==> src/rtl/irq_post_pkg.sv <==
package irq_post_pkg;

    localparam int SRC_N  = 8;
    localparam int ADDR_W = 8;

    // Bit index of each interrupt source inside the posted vector.
    typedef enum int unsigned {
        SRC_TIMER1  = 0,
        SRC_TIMER2  = 1,
        SRC_BUS_RST = 2,
        SRC_SOF     = 3,
        SRC_EP0     = 4,
        SRC_EP1     = 5,
        SRC_EP2     = 6,
        SRC_EP3     = 7
    } src_idx_e;

    typedef enum logic {
        MODE_CLEAR  = 1'b0,
        MODE_INJECT = 1'b1
    } wr_mode_e;

    typedef struct packed {
        logic     wr_hit;
        logic     rd_hit;
        wr_mode_e mode;
    } bus_cmd_t;

    // Next state of one posted bit. A hardware request always wins.
    function automatic logic post_next(
        input logic     cur,
        input logic     hw,
        input logic     wr,
        input wr_mode_e mode,
        input logic     d
    );
        logic sw;
        if (!wr) begin
            sw = cur;
        end else if (mode == MODE_INJECT) begin
            sw = cur | d;
        end else begin
            sw = cur & d;
        end
        return sw | hw;
    endfunction

endpackage

==> src/rtl/irq_bus_decode.sv <==
module irq_bus_decode
    import irq_post_pkg::*;
#(
    parameter int              AW       = ADDR_W,
    parameter logic [AW-1:0]   REG_ADDR = '0
) (
    input  logic [AW-1:0] addr,
    input  logic          wr,
    input  logic          rd,
    input  logic          inj_en,
    output bus_cmd_t      cmd
);
    logic sel;

    always_comb begin
        sel        = (addr == REG_ADDR);
        cmd.wr_hit = sel & wr;
        cmd.rd_hit = sel & rd;
        cmd.mode   = inj_en ? MODE_INJECT : MODE_CLEAR;
    end
endmodule

==> src/rtl/irq_post_cell.sv <==
module irq_post_cell
    import irq_post_pkg::*;
(
    input  logic     clk,
    input  logic     rst,
    input  logic     hw_set,
    input  logic     wr_en,
    input  wr_mode_e mode,
    input  logic     wbit,
    output logic     q
);
    always_ff @(posedge clk) begin
        if (rst) begin
            q <= 1'b0;
        end else begin
            q <= post_next(q, hw_set, wr_en, mode, wbit);
        end
    end
endmodule

==> src/rtl/irq_read_merge.sv <==
module irq_read_merge #(
    parameter int N = 8
) (
    input  logic [N-1:0] vec,
    input  logic         rd_hit,
    output logic [N-1:0] rdata,
    output logic         any
);
    always_comb begin
        rdata = rd_hit ? vec : '0;
        any   = |vec;
    end
endmodule

==> src/rtl/irq_post_reg.sv <==
module irq_post_reg
    import irq_post_pkg::*;
#(
    parameter int                N        = SRC_N,
    parameter int                AW       = ADDR_W,
    parameter logic [AW-1:0]     REG_ADDR = 8'hDB
) (
    input  logic          clk,
    input  logic          rst,
    input  logic [N-1:0]  hw_req,
    input  logic          sw_inj_en,
    input  logic [AW-1:0] bus_addr,
    input  logic          bus_wr,
    input  logic [N-1:0]  bus_wdata,
    input  logic          bus_rd,
    output logic [N-1:0]  bus_rdata,
    output logic [N-1:0]  posted,
    output logic          irq_pending
);
    bus_cmd_t cmd;

    irq_bus_decode #(.AW(AW), .REG_ADDR(REG_ADDR)) u_dec (
        .addr   (bus_addr),
        .wr     (bus_wr),
        .rd     (bus_rd),
        .inj_en (sw_inj_en),
        .cmd    (cmd)
    );

    for (genvar i = 0; i < N; i++) begin : g_bit
        irq_post_cell u_cell (
            .clk    (clk),
            .rst    (rst),
            .hw_set (hw_req[i]),
            .wr_en  (cmd.wr_hit),
            .mode   (cmd.mode),
            .wbit   (bus_wdata[i]),
            .q      (posted[i])
        );
    end

    irq_read_merge #(.N(N)) u_merge (
        .vec    (posted),
        .rd_hit (cmd.rd_hit),
        .rdata  (bus_rdata),
        .any    (irq_pending)
    );
endmodule

==> config.mk <==
export PLATFORM = sky130hd
export DESIGN_NAME = irq_post_reg
export DESIGN_NICKNAME = d
export VERILOG_FILES = /design/src/rtl/irq_post_pkg.sv /design/src/rtl/irq_bus_decode.sv /design/src/rtl/irq_post_cell.sv /design/src/rtl/irq_read_merge.sv /design/src/rtl/irq_post_reg.sv
export SDC_FILE = /design/constraint.sdc
export NUM_CORES = 1
export LEC_CHECK = 0
export ABC_AREA = 1
export BUFFER_PORTS_ARGS = -buffer_cell sky130_fd_sc_hd__buf_2
export CAP_MARGIN = 20
export CORE_MARGIN = 5
export CORE_UTILIZATION = 44
export DETAILED_ROUTE_END_ITERATION = 16
export GPL_TIMING_DRIVEN = 0
export PLACE_DENSITY = 0.92
export SLEW_MARGIN = 20
export SYNTH_ARGS = -nofsm -noshare
export SYNTH_HDL_FRONTEND = slang
export SYNTH_SLANG_ARGS = --single-unit
==> constraint.sdc <==
create_clock -name clk -period 1.62 [get_ports clk]
set_input_delay 0.081 -clock clk [delete_from_list [all_inputs] [get_ports clk]]
set_output_delay 0.081 -clock clk [all_outputs]
set_load 0.005 [all_outputs]
==> metrics <==
maximum VDD drop=0.000436 V; critical-path maximum fanout=6; Placed Area=927 µm²; final HPWL from detailed placement=1.55 mm; final net count=204; worst setup path category=reg -> out; largest registers=g_bit.u_cell.q: 8 flops; Net Count, Synth=155; vias after detailed routing=886; number of rows in the core area=14; iteration-0 DRC count of the detailed router=17; H-tree depth=1; result of the run=completed; final standard cell area without fillers=950 µm²; grt total ovfl=0; Max Clock Freq=829 MHz; final setup violation count=0; Netlist Area Pre-Place=687 µm²; height of the die=49.5 µm; reported max-cap violation count=0; cells resized by post-CTS repair=0; flip-flop and latch count after synthesis=8; Synth Instances=126; share of cells above drive strength 1=35.3%; Synth Warn #=0; number of hold-slack violations in the final timing report=0; final estimated routing congestion in global placement=0.783; leakage=0.627 nW; synthesis-to-layout area growth=38.3%; number of remaining DRC errors=0; global routing usage summed across all routing layers=16.2%; Via-to-Cell Ratio=4.69; average size of a mapped cell=5.45 µm²; worst min path class=in -> reg; clock tree from TritonCTS=yes; global-route wire length before repair=3.17 mm; WL final=1.96 mm; number of I/O port buffers=44; critical path arrival=1.12 ns; Pwr Density=564 mW/mm²; core footprint=0.00149 mm²; post-route minimum period=1.21 ns; maximum number of pins on one net before global-route repair=11; Final ANT Viol Nets=0; starting utilization of the core area=46.1%; library cell used as clock root buffer=sky130_fd_sc_hd__clkbuf_4; Routed WL per cell=10.4 µm; number of detailed-routing iterations run before antenna repair=4; antenna violations before repair=0; worst-margin pin slew=0.324 ns; flip-flop count of the largest register, all copies and words added=8; total clock buffers created by CTS=3; fin. max-slew vios=0; Reg with most FFs=g_bit.u_cell.q; hold buffer count at CTS=0; unrepaired setup endpoints after global routing=no; vias in the first global route=771; number of antenna repair diodes=0; later-pin clock latency in the skew report=0.26 ns; maximum count of clock buffers along a single path=2; WHS=0.0990 ns; worst clock skew on the final layout=0 ns; setup TNS=0 ns; part of the cycle the worst path needs=74.4%; Worst Setup Start Kind=flip-flop; clock sinks=8; clock transition at the registers of the reported paths=0.06 ns; worst slew margin relative to its limit=78.3%; die area=0.00245 mm²; horizontal die dimension=49.5 µm; required time worst endpoint=1.54 ns; Cell variety after synth=14; critical path capture point type=output port; utilization after layout=63.8%; number of placed I/O pins=46; post-synthesis sequential area ratio=23.3%; Setup Buffers After CTS=0
[cells by family (layout without fill, tap and decap cells)]
group	after synthesis	count (layout)	synth area share, %
flip-flops	8	8	23.3
AO/OA/AOI/OAI	8	8	5.83
AND/OR/NAND/NOR	71	71	44.4
buffers and inverters	39	86	26.4
[path summary, 6_finish.rpt]
check	from	end	slack [ns]	depth (start not counted)
hold / removal	hw_req[4]	g_bit[4].u_cell.q$_SDFF_PP0_	0.1	5
hold reg to reg	g_bit[7].u_cell.q$_SDFF_PP0_	g_bit[7].u_cell.q$_SDFF_PP0_	0.62	4
setup / recovery	g_bit[0].u_cell.q$_SDFF_PP0_	irq_pending	0.41	3
setup reg to reg	g_bit[5].u_cell.q$_SDFF_PP0_	g_bit[5].u_cell.q$_SDFF_PP0_	0.69	6
[per-stage QoR]
step                      std cells  total power [mW]  worst slack [ns]
after floorplan                 126             0.317             0.775
after global placement          186             0.376             0.510
after detailed placement        186             0.382             0.480
after CTS                       189             0.541             0.399
after global routing            189             0.577             0.271
final                           189             0.536             0.414
[layer usage]
layer,global-route usage (%),up-vias,part of all wire [%]
met5,0,-,0
met4,9.17,0,2.1
met3,3.61,4,10
met2,27.7,43,48
li1,-,467,-
met1,18.4,372,39
[critical path, stage by stage (launching register included)]
cell and delay (ns):
sky130_fd_sc_hd__dfxtp_1 0.36, sky130_fd_sc_hd__nor4_1 0.29, sky130_fd_sc_hd__nand2_1 0.09, sky130_fd_sc_hd__buf_2 0.13
[layout by cell type, fill, tap and decap left out]
cell type / Yosys / layout
sky130_fd_sc_hd__buf_2: 1 / 45
sky130_fd_sc_hd__buf_4: 9 / 9
sky130_fd_sc_hd__clkbuf_4: 0 / 3
sky130_fd_sc_hd__dfxtp_1: 8 / 8
sky130_fd_sc_hd__inv_1: 27 / 27
sky130_fd_sc_hd__inv_2: 2 / 2
sky130_fd_sc_hd__nand2_1: 38 / 38
sky130_fd_sc_hd__nand2_2: 1 / 1
sky130_fd_sc_hd__nand3_1: 17 / 17
sky130_fd_sc_hd__nand4_1: 1 / 1
sky130_fd_sc_hd__nor2_1: 11 / 11
sky130_fd_sc_hd__nor2_4: 1 / 1
sky130_fd_sc_hd__nor4_1: 2 / 2
sky130_fd_sc_hd__o21ai_0: 6 / 6
sky130_fd_sc_hd__o21ai_1: 2 / 2
[report_power, final]
group	switching, mW	internal, mW	total, mW	leakage [nW]
combinational	0.0665	0.0785	0.145	0.546
sequential	0.0208	0.211	0.232	0.0671
clock	0.0734	0.0852	0.159	0.0138
total	0.161	0.375	0.536	0.627
[Yosys cell counts]
cell type | count | area [µm²]
sky130_fd_sc_hd__o21ai_1 | 2 | 10.0
sky130_fd_sc_hd__inv_2 | 2 | 7.51
sky130_fd_sc_hd__nand3_1 | 17 | 85.1
sky130_fd_sc_hd__nand2_2 | 1 | 6.26
sky130_fd_sc_hd__nor2_1 | 11 | 41.3
sky130_fd_sc_hd__inv_1 | 27 | 101
sky130_fd_sc_hd__buf_4 | 9 | 67.6
sky130_fd_sc_hd__dfxtp_1 | 8 | 160
sky130_fd_sc_hd__nor2_4 | 1 | 11.3
sky130_fd_sc_hd__buf_2 | 1 | 5.00
sky130_fd_sc_hd__nor4_1 | 2 | 12.5
sky130_fd_sc_hd__nand4_1 | 1 | 6.26
sky130_fd_sc_hd__nand2_1 | 38 | 143
sky130_fd_sc_hd__o21ai_0 | 6 | 30.0
[cell type report]
type,instances,area [µm²]
Fill cell,153,539
Multi-Input combinational cell,79,345
Timing Repair Buffer,44,220
Sequential cell,8,160
Inverter,29,109
Buffer,10,72.6
Clock buffer,3,22.5
Tap cell,16,20.0
Note: power is estimated with default switching activity, not from simulation.
